===== src/rtl/flashprog_pkg.sv =====
package flashprog_pkg;

  // Register select codes on the 3-bit bus address
  localparam logic [2:0] REG_CTRL = 3'd0;
  localparam logic [2:0] REG_KEY  = 3'd1;
  localparam logic [2:0] REG_ADDR = 3'd2;
  localparam logic [2:0] REG_DLO  = 3'd3;
  localparam logic [2:0] REG_DHI  = 3'd4;

  // Control register bit positions
  localparam int CTRL_START_BIT = 15;
  localparam int CTRL_ERR_BIT   = 14;

  // Unlock values, in order
  localparam logic [15:0] UNLOCK_A = 16'h0055;
  localparam logic [15:0] UNLOCK_B = 16'h00AA;

  typedef enum logic [1:0] {
    OP_NONE = 2'd0,
    OP_WORD = 2'd1,
    OP_ROW  = 2'd2,
    OP_PAGE = 2'd3
  } op_e;

  typedef enum logic [1:0] {
    KS_IDLE  = 2'd0,
    KS_HALF  = 2'd1,
    KS_ARMED = 2'd2
  } key_e;

endpackage


===== src/rtl/fp_keylock.sv =====
// Unlock tracker: two exact key writes on back-to-back accesses arm
// the block; the next access of any kind disarms it.
module fp_keylock
  import flashprog_pkg::*;
#(
  parameter int BUS_W = 16
) (
  input  logic             clk,
  input  logic             rst_n,
  input  logic             acc,
  input  logic             key_wr,
  input  logic [BUS_W-1:0] key_val,
  output logic             armed
);

  key_e st_q, st_d;

  always_comb begin
    st_d = st_q;
    if (acc) begin
      unique case (st_q)
        KS_IDLE: st_d = (key_wr && key_val == BUS_W'(UNLOCK_A)) ? KS_HALF : KS_IDLE;
        KS_HALF: st_d = (key_wr && key_val == BUS_W'(UNLOCK_B)) ? KS_ARMED : KS_IDLE;
        default: st_d = KS_IDLE;
      endcase
    end
  end

  always_ff @(posedge clk or negedge rst_n) begin
    if (!rst_n) st_q <= KS_IDLE;
    else        st_q <= st_d;
  end

  assign armed = (st_q == KS_ARMED);

endmodule


===== src/rtl/fp_rowbuf.sv =====
// Holding buffer for one row: per-slot valid flags and a locked row group.
module fp_rowbuf #(
  parameter int WORD_W    = 24,
  parameter int ADDR_W    = 16,
  parameter int ROW_WORDS = 64
) (
  input  logic                          clk,
  input  logic                          rst_n,
  input  logic                          wr_en,
  input  logic [ADDR_W-1:0]             wr_addr,
  input  logic [WORD_W-1:0]             wr_data,
  input  logic                          clr,
  input  logic [$clog2(ROW_WORDS)-1:0]  rd_idx,
  output logic [WORD_W-1:0]             rd_data,
  output logic [ADDR_W-$clog2(ROW_WORDS)-1:0] grp_row,
  output logic                          full,
  output logic                          reject
);

  localparam int ROW_LOG = $clog2(ROW_WORDS);
  localparam int GRP_W   = ADDR_W - ROW_LOG;

  logic [ROW_WORDS-1:0] vld_q, vld_d;
  logic [GRP_W-1:0]     grp_q, grp_d;
  logic [WORD_W-1:0]    slot_q [ROW_WORDS];

  logic [GRP_W-1:0]   wr_row;
  logic [ROW_LOG-1:0] wr_idx;
  logic               empty;
  logic               accept;

  assign wr_row = wr_addr[ADDR_W-1:ROW_LOG];
  assign wr_idx = wr_addr[ROW_LOG-1:0];
  assign empty  = ~|vld_q;
  assign accept = wr_en && (empty || wr_row == grp_q);
  assign reject = wr_en && !accept;

  always_comb begin
    vld_d = vld_q;
    grp_d = grp_q;
    if (clr) begin
      vld_d = '0;
    end else if (accept) begin
      vld_d[wr_idx] = 1'b1;
      if (empty) grp_d = wr_row;
    end
  end

  always_ff @(posedge clk or negedge rst_n) begin
    if (!rst_n) begin
      vld_q <= '0;
      grp_q <= '0;
    end else begin
      vld_q <= vld_d;
      grp_q <= grp_d;
    end
  end

  // Data slots carry no reset; the valid flags qualify them.
  always_ff @(posedge clk) begin
    if (accept) slot_q[wr_idx] <= wr_data;
  end

  assign rd_data = slot_q[rd_idx];
  assign grp_row = grp_q;
  assign full    = &vld_q;

endmodule


===== src/rtl/fp_sequencer.sv =====
// Operation engine: streams words to the array port and times the stall.
module fp_sequencer
  import flashprog_pkg::*;
#(
  parameter int WORD_W    = 24,
  parameter int ADDR_W    = 16,
  parameter int ROW_WORDS = 64,
  parameter int PAGE_ROWS = 8,
  parameter int OP_CYCLES = 600
) (
  input  logic                         clk,
  input  logic                         rst_n,
  input  logic                         go,
  input  op_e                          go_op,
  input  logic [ADDR_W-1:0]            go_base,
  input  logic [WORD_W-1:0]            word_data,
  input  logic [WORD_W-1:0]            row_data,
  output logic [$clog2(ROW_WORDS)-1:0] rd_idx,
  output logic                         busy,
  output logic                         done,
  output op_e                          done_op,
  output logic                         mem_we,
  output logic [ADDR_W-1:0]            mem_addr,
  output logic [WORD_W-1:0]            mem_wdata
);

  localparam int ROW_LOG    = $clog2(ROW_WORDS);
  localparam int PAGE_WORDS = ROW_WORDS * PAGE_ROWS;
  localparam int CNT_W      = $clog2(PAGE_WORDS + 1);
  localparam int TMR_W      = $clog2(OP_CYCLES + 1);

  logic              busy_q, busy_d;
  op_e               op_q, op_d;
  logic [ADDR_W-1:0] base_q, base_d;
  logic [CNT_W-1:0]  idx_q, idx_d;
  logic [TMR_W-1:0]  tmr_q, tmr_d;
  logic [CNT_W-1:0]  n_words;

  always_comb begin
    unique case (op_q)
      OP_WORD: n_words = CNT_W'(1);
      OP_ROW:  n_words = CNT_W'(ROW_WORDS);
      OP_PAGE: n_words = CNT_W'(PAGE_WORDS);
      default: n_words = '0;
    endcase
  end

  assign mem_we   = busy_q && (idx_q < n_words);
  assign mem_addr = base_q + ADDR_W'(idx_q);
  assign rd_idx   = idx_q[ROW_LOG-1:0];
  assign done     = busy_q && (tmr_q == TMR_W'(OP_CYCLES - 1));
  assign done_op  = op_q;
  assign busy     = busy_q;

  always_comb begin
    unique case (op_q)
      OP_PAGE: mem_wdata = '1;
      OP_ROW:  mem_wdata = row_data;
      OP_WORD: mem_wdata = word_data;
      default: mem_wdata = '0;
    endcase
  end

  always_comb begin
    busy_d = busy_q;
    op_d   = op_q;
    base_d = base_q;
    idx_d  = idx_q;
    tmr_d  = tmr_q;
    if (!busy_q) begin
      if (go) begin
        busy_d = 1'b1;
        op_d   = go_op;
        base_d = go_base;
        idx_d  = '0;
        tmr_d  = '0;
      end
    end else begin
      tmr_d = tmr_q + 1'b1;
      if (mem_we) idx_d = idx_q + 1'b1;
      if (done)   busy_d = 1'b0;
    end
  end

  always_ff @(posedge clk or negedge rst_n) begin
    if (!rst_n) begin
      busy_q <= 1'b0;
      op_q   <= OP_NONE;
      base_q <= '0;
      idx_q  <= '0;
      tmr_q  <= '0;
    end else begin
      busy_q <= busy_d;
      op_q   <= op_d;
      base_q <= base_d;
      idx_q  <= idx_d;
      tmr_q  <= tmr_d;
    end
  end

endmodule


===== src/rtl/flashprog_ctl.sv =====
// Keyed self-programming controller: register bus front end, unlock
// gate, row holding buffer and operation sequencer.
module flashprog_ctl
  import flashprog_pkg::*;
#(
  parameter int BUS_W     = 16,
  parameter int WORD_W    = 24,
  parameter int ADDR_W    = 16,
  parameter int ROW_WORDS = 64,
  parameter int PAGE_ROWS = 8,
  parameter int OP_CYCLES = 600
) (
  input  logic              clk,
  input  logic              rst_n,
  input  logic              bus_valid,
  input  logic              bus_write,
  input  logic [2:0]        bus_addr,
  input  logic [BUS_W-1:0]  bus_wdata,
  output logic [BUS_W-1:0]  bus_rdata,
  output logic              busy,
  output logic              mem_we,
  output logic [ADDR_W-1:0] mem_addr,
  output logic [WORD_W-1:0] mem_wdata
);

  localparam int HI_W     = WORD_W - BUS_W;
  localparam int ROW_LOG  = $clog2(ROW_WORDS);
  localparam int PAGE_LOG = $clog2(ROW_WORDS * PAGE_ROWS);
  localparam int GRP_W    = ADDR_W - ROW_LOG;

  // Reset: asserted asynchronously, released on a clock edge
  logic [1:0] rsync_q;
  logic       rst_in_n;

  always_ff @(posedge clk or negedge rst_n) begin
    if (!rst_n) rsync_q <= 2'b00;
    else        rsync_q <= {rsync_q[0], 1'b1};
  end
  assign rst_in_n = rsync_q[1];

  // Bus decode; accesses during an operation are dropped
  logic acc, wr;
  logic wr_ctrl, wr_key, wr_addr, wr_lo, wr_hi;

  assign acc     = bus_valid && !busy;
  assign wr      = acc && bus_write;
  assign wr_ctrl = wr && (bus_addr == REG_CTRL);
  assign wr_key  = wr && (bus_addr == REG_KEY);
  assign wr_addr = wr && (bus_addr == REG_ADDR);
  assign wr_lo   = wr && (bus_addr == REG_DLO);
  assign wr_hi   = wr && (bus_addr == REG_DHI);

  // Registers
  op_e               op_q, op_d;
  logic              err_q, err_d;
  logic [ADDR_W-1:0] addr_q, addr_d;
  logic [BUS_W-1:0]  lo_q, lo_d;
  logic [HI_W-1:0]   hi_q, hi_d;

  // Unit interconnect
  logic              armed;
  logic [WORD_W-1:0] row_data;
  logic [ROW_LOG-1:0] rd_idx;
  logic [GRP_W-1:0]  grp_row;
  logic              buf_full, buf_reject, buf_clr;
  logic              seq_done;
  op_e               seq_op;

  fp_keylock #(.BUS_W(BUS_W)) key_i (
    .clk     (clk),
    .rst_n   (rst_in_n),
    .acc     (acc),
    .key_wr  (wr_key),
    .key_val (bus_wdata),
    .armed   (armed)
  );

  // Start qualification
  op_e               req_op;
  logic              start_try, op_ok, go;
  logic [ADDR_W-1:0] go_base;

  assign req_op    = op_e'(bus_wdata[1:0]);
  assign start_try = wr_ctrl && bus_wdata[CTRL_START_BIT];
  assign op_ok     = (req_op != OP_NONE) && ((req_op != OP_ROW) || buf_full);
  assign go        = start_try && armed && op_ok;

  always_comb begin
    unique case (req_op)
      OP_PAGE: go_base = {addr_q[ADDR_W-1:PAGE_LOG], {PAGE_LOG{1'b0}}};
      OP_ROW:  go_base = {grp_row, {ROW_LOG{1'b0}}};
      default: go_base = addr_q;
    endcase
  end

  fp_rowbuf #(
    .WORD_W    (WORD_W),
    .ADDR_W    (ADDR_W),
    .ROW_WORDS (ROW_WORDS)
  ) buf_i (
    .clk     (clk),
    .rst_n   (rst_in_n),
    .wr_en   (wr_hi),
    .wr_addr (addr_q),
    .wr_data ({bus_wdata[HI_W-1:0], lo_q}),
    .clr     (buf_clr),
    .rd_idx  (rd_idx),
    .rd_data (row_data),
    .grp_row (grp_row),
    .full    (buf_full),
    .reject  (buf_reject)
  );

  fp_sequencer #(
    .WORD_W    (WORD_W),
    .ADDR_W    (ADDR_W),
    .ROW_WORDS (ROW_WORDS),
    .PAGE_ROWS (PAGE_ROWS),
    .OP_CYCLES (OP_CYCLES)
  ) seq_i (
    .clk       (clk),
    .rst_n     (rst_in_n),
    .go        (go),
    .go_op     (req_op),
    .go_base   (go_base),
    .word_data ({hi_q, lo_q}),
    .row_data  (row_data),
    .rd_idx    (rd_idx),
    .busy      (busy),
    .done      (seq_done),
    .done_op   (seq_op),
    .mem_we    (mem_we),
    .mem_addr  (mem_addr),
    .mem_wdata (mem_wdata)
  );

  // Any program operation empties the holding buffer when it ends
  assign buf_clr = seq_done && ((seq_op == OP_WORD) || (seq_op == OP_ROW));

  // Register next state
  always_comb begin
    op_d   = op_q;
    err_d  = err_q;
    addr_d = addr_q;
    lo_d   = lo_q;
    hi_d   = hi_q;
    if (wr_ctrl) begin
      op_d = req_op;
      if (bus_wdata[CTRL_ERR_BIT]) err_d = 1'b0;
    end
    if ((start_try && !go) || buf_reject) err_d = 1'b1;
    if (wr_addr) addr_d = bus_wdata[ADDR_W-1:0];
    if (wr_lo)   lo_d   = bus_wdata;
    if (wr_hi)   hi_d   = bus_wdata[HI_W-1:0];
  end

  always_ff @(posedge clk or negedge rst_in_n) begin
    if (!rst_in_n) begin
      op_q   <= OP_NONE;
      err_q  <= 1'b0;
      addr_q <= '0;
      lo_q   <= '0;
      hi_q   <= '0;
    end else begin
      op_q   <= op_d;
      err_q  <= err_d;
      addr_q <= addr_d;
      lo_q   <= lo_d;
      hi_q   <= hi_d;
    end
  end

  // Read mux
  always_comb begin
    bus_rdata = '0;
    unique case (bus_addr)
      REG_CTRL: begin
        bus_rdata[CTRL_START_BIT] = busy;
        bus_rdata[CTRL_ERR_BIT]   = err_q;
        bus_rdata[1:0]            = op_q;
      end
      REG_ADDR: bus_rdata = BUS_W'(addr_q);
      REG_DLO:  bus_rdata = lo_q;
      REG_DHI:  bus_rdata = BUS_W'(hi_q);
      default:  bus_rdata = '0;
    endcase
  end

endmodule


===== config.mk =====
export PLATFORM = sky130hd
export DESIGN_NAME = flashprog_ctl
export DESIGN_NICKNAME = d
export VERILOG_FILES = /design/src/rtl/flashprog_pkg.sv /design/src/rtl/fp_keylock.sv /design/src/rtl/fp_rowbuf.sv /design/src/rtl/fp_sequencer.sv /design/src/rtl/flashprog_ctl.sv
export SDC_FILE = /design/constraint.sdc
export NUM_CORES = 2
export LEC_CHECK = 0
export ABC_CLOCK_PERIOD_IN_PS = 6600
export BUFFER_PORTS_ARGS = -buffer_cell sky130_fd_sc_hd__buf_2
export CAP_MARGIN = 20
export CORE_AREA = 2 2 281 394
export CTS_CLUSTER_DIAMETER = 150
export CTS_CLUSTER_SIZE = 40
export DETAILED_ROUTE_END_ITERATION = 10
export DIE_AREA = 0 0 283 396
export GPL_ROUTABILITY_DRIVEN = 0
export PLACE_DENSITY = 0.85
export SLEW_MARGIN = 20
export SYNTH_ARGS = -nofsm -noshare
export SYNTH_HDL_FRONTEND = slang
export SYNTH_HIERARCHICAL = 1
export SYNTH_SLANG_ARGS = --single-unit

===== constraint.sdc =====
create_clock -name clk -period 6.6 [get_ports clk]
set_input_delay 0 -clock clk [delete_from_list [all_inputs] [get_ports clk]]
set_output_delay 0 -clock clk [all_outputs]
set_load 0.005 [all_outputs]

* After elaboration in Yosys (flattened, before gate mapping)
Memory sizes are Yosys's and may differ from the RTL's. Cells that the tools add are included.
Storage, ports and cells: bits in registers 160, bits in writable memories 1536, output and inout port bits 58, memories kept 1
Memory list:
- buf_i.slot_q | depth 64, bits a word 24, read ports 1, clocked after Yosys merged registers in 0, write ports 1, line fp_rowbuf.sv:25 | logic [WORD_W-1:0] slot_q [ROW_WORDS];
Cells by class: add/subtract/negate cells 3, $lt $le $gt $ge 3, equality and inequality tests 17, muxes and demuxes 25, bitwise logic cells 4, reductions and logical operators 41
Operators by type and width (count):
- 64-bit 2-to-1 mux | 2
- 24-bit one-hot mux with 3 select lines | 1
- 64-bit OR | 1
- 64-bit AND reduction | 1
- 64-bit OR reduction | 1
- 10-bit 2-to-1 mux | 4
- 12-bit one-hot mux with 3 select lines | 1
- 16-bit one-hot mux with 2 select lines | 1
- 10-bit one-hot mux with 3 select lines | 1
- 10-bit by 1-bit adder with 10-bit output, second input constant | 2
- 1-bit logical AND | 20
- 16-bit by 10-bit adder with 16-bit output | 1
- 16-bit by 7-bit == test with 1-bit output, second input constant | 1
- 16-bit by 8-bit == test with 1-bit output, second input constant | 1
- 10-bit == test | 1
- 10-bit == test, second input constant | 1
- 2-bit == test, second input constant | 5
- 10-bit < comparator | 1
- 1-bit 2-to-1 mux | 10
- 2-bit nonzero test | 5
- 2-bit one-hot mux with 4 select lines | 1
- 6-bit by 7-bit < comparator with 1-bit output, second input constant | 1
- 1-bit demux with 6-bit select | 1
- 3-bit by 2-bit == test with 1-bit output, second input constant | 2
- other kinds (15) | 27

* Logic depth before layout (Yosys ltp)
depth in word-level cells 12, mapped depth 12, gate-level depth less buffers 8

* By module
Netlist, hierarchy kept.
By module, submodules not included:
- fp_rowbuf | times used 1, cells each 2874, area an instance 62762.7 µm²
- fp_sequencer | times used 1, cells each 357, area an instance 2791.4 µm²
- flashprog_ctl | times used 1, cells each 184, area an instance 2364.8 µm²
- fp_keylock | times used 1, cells each 17, area an instance 152.6 µm²

* Worst setup path before layout
No wires, ideal clock.
path type reg2reg, from register seq_i.busy_q, in the netlist seq_i/busy, to memory buf_i.slot_q[14][0] (enable), arrival time 3.332 ns, data required time 6.165 ns, setup slack 2.833 ns, cell stages (with the launch flop) 8, cell sequence dfrtp_1 -> nor2b_1 -> and3_1 -> buf_4 -> inv_1 -> or2_2 -> clkbuf_1 -> nor3_1
Between the ends: word-level cells in the longest chain between the ends 7
Ends and longest elaborated chain:
- start, declared | line fp_sequencer.sv:32 | logic busy_q, busy_d;
- start signal, assigned | line fp_sequencer.sv:93 | busy_q <= busy_d;
- 1-bit zero test
- 1-bit logical AND | line flashprog_ctl.sv:45 | assign acc = bus_valid && !busy;
- named net acc | line flashprog_ctl.sv:42 | logic acc, wr;
- 1-bit logical AND | line flashprog_ctl.sv:46 | assign wr = acc && bus_write;
- 1-bit logical AND | line flashprog_ctl.sv:51 | assign wr_hi = wr && (bus_addr == REG_DHI);
- named net wr_hi | line flashprog_ctl.sv:43 | logic wr_ctrl, wr_key, wr_addr, wr_lo, wr_hi;
- 1-bit logical AND | line fp_rowbuf.sv:35 | assign accept = wr_en && (empty || wr_row == grp_q);
- 1-bit 2-to-1 mux | line fp_rowbuf.sv:61 | if (accept) slot_q[wr_idx] <= wr_data;
- 1-bit 2-to-1 mux (implied by the code) | line fp_rowbuf.sv:61
- end, declared | line fp_rowbuf.sv:25
The timed path passes the listed nets, and every way through them passes these cells.

* Worst setup path after layout
from register seq_i.idx_q[0], to output port mem_wdata[21]
Between the ends: word-level cells in the longest chain between the ends 2
Ends and longest elaborated chain:
- start, declared | line fp_sequencer.sv:35 | logic [CNT_W-1:0] idx_q, idx_d;
- start signal, assigned | line fp_sequencer.sv:96 | idx_q <= idx_d;
- memory read 64 x 24 bit
- named net row_data[21] | line flashprog_ctl.sv:62 | logic [WORD_W-1:0] row_data;
- 24-bit one-hot mux with 3 select lines | line fp_sequencer.sv:56 | unique case (op_q)
- end, declared | line flashprog_ctl.sv:23 | output logic [WORD_W-1:0] mem_wdata
The timed path passes the listed nets, and every way through them passes these cells.

==> run_results.csv <==
group,metric,value,unit
run_status,status,"finished clean",
critical_path,slowest_stage,"dfrtp_4",
timing,rsz0062_at_grt,"false",
route,viasPerCell,7.19,
placement,port_buffers,80,
job,maxCapViolCount,0,
clock_network,htree_num_levels,2,
clock_network,root_buffer,"clkbuf_16",
timing,fin_worst_skew,41.2,ps
synth,avgSynthCellArea,19.8,um2
synth,ys_ff_latch,1696,
floorplan,placement_rows,143,
global_route,grt_first_pass_wirelength,251,mm
timing,tns,0,ps
synth,post-synth-top-area-cell,"edfxtp_1",
synth,netlist_instances,3432,
route,wirelength,173,mm
route,drc,0,
clock_network,numCtsBuffers,48,
final_layout,finalNetCount,3526,
synth,ys_seq_area_share,73.6,%
power,powerDensity,248,nW/um2
route,firstDrtPassIters,6,
floorplan,die_x,283,um
synth,synthesis.nets,3470,
synth,async_flop_share,9.43,%
timing,relSlewSlack,18.3,%
global_route,grt_pass1_vias,36175,
placement,hpwlAfterDp,99.4,mm
critical_path,cp_slowest_stage_delay,960,ps
timing,finalHoldViolCount,0,
global_route,track_usage,31.0,%
final_layout,area_growth_syn_to_layout,6.03,%
critical_path,critPathArrivalTime,4840,ps
global_route,antenna_found_initial,6,
clock_network,clkLatencyLatePin,710,ps
route,routed-via-count,35756,
placement,dp.cells,4861,
floorplan,die_y,396,um
synth,yosysWarningCount,6,
power,ir_drop,0.000306,V
floorplan,start_util,62.9,%
power,power.leakage,23.3,nW
clock_network,cts_resized,0,
global_route,grt_start_max_net_pins,108,
synth,synth-edff-count,1536,
synth,ys.flop_type,"edfxtp_1",
critical_path,critPathMaxFanout,76,
floorplan,ioPinCount,81,
critical_path,worstPathRequired,6600,ps
route,ant_nets,0,
timing,fmaxAchievable,206,MHz
critical_path,crit_family,"compound AO/OA/AOI/OAI gates",
clock_network,clk_pin_slew,150,ps
clock_network,clockBufferDepth,3,
critical_path,timing.critical_path.mode_cell,"a21oi_1",
final_layout,fin_util,66.7,%
synth,synthesis.area,68100,um2
synth,synth_cell_type_count,79,
timing,setup_viol,0,
timing,fin_hold_ws,97.1,ps
min_path,hp-class,"in -> reg",
critical_path,worstSetupEndpointType,"output pin",
clock_network,cts_tree,"done",
synth,netlist_top_cells_area,"edfxtp_1, mux4_2, dfrtp_1",
clock_network,cts.sinks,1696,
timing,period_share,73.4,%
synth,synth_top_area_share,67.8,%
timing,min_period,4840,ps
final_layout,final.fill_count,6361,
final_layout,final_layout_size_suffix_gt1_share,24.4,%
timing,maxSlewViolCount,0,
global_route,grt_remaining_overflow,0,
critical_path,startpoint_type,"register",
floorplan,core_area,108000,um2
critical_path,path_cells,"buf_12 -> mux4_2 -> mux2i_1 -> a21oi_1 -> a31oi_1 -> a221oi_1 -> a21oi_1 -> nor2_1 -> buf_2",
route,wl_per_cell,34.9,um
route,drt_iter0_markers,5220,
critical_path,crit_type,"reg -> out",
timing,worst_pin_slew,1230,ps
final_layout,stdcell_count,4970,
critical_path,crit_buf_inv,2,
floorplan,die-area,112000,um2
## sequential cells by signal, summed over array words and instances, names as in the netlist, 2 cells and up
name	cells
lo_q	16
seq_i/base_q	16
seq_i/idx_q	10
addr_q	16
buf_i/slot_q	1536
hi_q	8
rsync_q	2
seq_i/tmr_q	10
seq_i/done_op	2
buf_i/grp_row	10
buf_i/vld_q	64
key_i/st_q	2
op_q	2
## power breakdown
| part | total, mW | internal (mW) | switching (mW) |
|---|---|---|---|
| Combinational | 0.907 | 0.242 | 0.666 |
| Sequential | 12.6 | 12.2 | 0.399 |
| Clock | 4.42 | 1.43 | 2.99 |
| Total | 17.9 | 13.8 | 4.06 |
## synth_stat cells, types with 13 or more instances
cell / count
edfxtp_1: 1536
mux4_2: 384
dfrtp_1: 160
nor2_1: 105
clkbuf_1: 102
nand2_1: 100
mux2i_1: 96
nor3_1: 77
a21oi_1: 71
o21ai_0: 61
nand2b_1: 56
a22oi_1: 53
buf_2: 46
o41ai_2: 46
nand3_1: 43
buf_4: 42
mux2_2: 35
nand4_1: 29
inv_1: 28
nor4_1: 25
a22o_1: 24
a221oi_1: 22
mux2_1: 21
mux2_4: 21
buf_6: 20
a211oi_1: 19
nor2b_1: 17
ha_1: 14
nand3b_1: 14
o221ai_1: 13
xnor2_1: 13
## worst paths after layout
check | cells past startpoint | to | start | slack (ps)
setup / recovery | 9 | mem_wdata[21] | seq_i/idx_q[0] | 1760
hold / removal | 3 | addr_q[12] | bus_wdata[12] | 100
setup reg to reg | 8 | seq_i/idx_q[4] | buf_i/vld_q[63] | 2690
hold reg to reg | 0 | rsync_q[1] | rsync_q[0] | 370
max in group asynchronous | 1 | seq_i/idx_q[2] | rsync_q[1] | 4630
min in group asynchronous | 3 | rsync_q[1] | rst_n | 130
## through the flow
step | instance area, um2 | setup WS [ps] | power (mW)
4_1_cts | 72100 | 1860 | 17.8
5_1_grt | 72200 | 1650 | 18.2
3_3_place_gp | 70500 | 2660 | 13.6
3_5_place_dp | 70500 | 2660 | 13.7
6_report | 72200 | 1760 | 17.9
2_1_floorplan | 68100 | 1810 | 13.1
## cell families (layout without fill, tap and decap cells)
group	count (synthesis)	after routing	synth area share, %
AO/OA/AOI/OAI	366	366	4.27
XOR/XNOR	24	24	0.309
adder cells (fa/ha/maj)	15	15	0.287
buffers and inverters	250	336	1.92
flip-flops	1696	1696	73.6
multiplexers	558	558	15.5
other	1	3	0.00551
AND/OR/NAND/NOR	522	522	4.03
## layout by cell type (no fill, tap or decap), types with 12 or more instances in the layout
cell type / n
a211oi_1: 19
a21oi_1: 71
a221oi_1: 22
a22o_1: 24
a22oi_1: 53
buf_2: 79
buf_4: 114
clkbuf_1: 28
clkbuf_16: 49
dfrtp_1: 137
dfrtp_2: 12
dlygate4sd3_1: 25
edfxtp_1: 1536
ha_1: 14
inv_1: 28
mux2_1: 21
mux2_2: 35
mux2_4: 21
mux2i_1: 96
mux4_2: 384
nand2_1: 100
nand2b_1: 56
nand3_1: 43
nand3b_1: 14
nand4_1: 29
nor2_1: 104
nor2b_1: 15
nor3_1: 13
nor3_2: 64
nor4_1: 25
o21ai_0: 61
o221ai_1: 13
o41ai_2: 46
xnor2_1: 13
## worst min-delay path, delay by kind of cell
family                 cells  cell delay (ps)
buffers and inverters      2              650
muxes                      1              140
## final cells by class
class	instances	area, um2	share of cell area (%)
Antenna cell	2	5.00	0.00693
Clock buffer	77	1330	1.84
Clock inverter	3	47.5	0.0659
Inverter	28	105	0.146
Multi-Input combinational cell	1486	17000	23.5
Sequential cell	1696	50200	69.5
Tap cell	1450	1810	2.51
Timing Repair Buffer	228	1700	2.36
## per-layer routing
metal	share of wire (%)	global-route usage, %	up-vias
met4	7.2	18.7	6
met3	11	5.78	567
met5	0.022	0	-
li1	-	-	14096
met1	32	38.3	18148
met2	50	51.6	2939
## repair_timing
| item | in CTS | in global routing |
|---|---|---|
| setup buffers | 0 | 0 |
| endpoints found under the hold margin | 214 | 67 |
| hold buffers | 24 | 1 |
(Power assumes the default switching activity.)
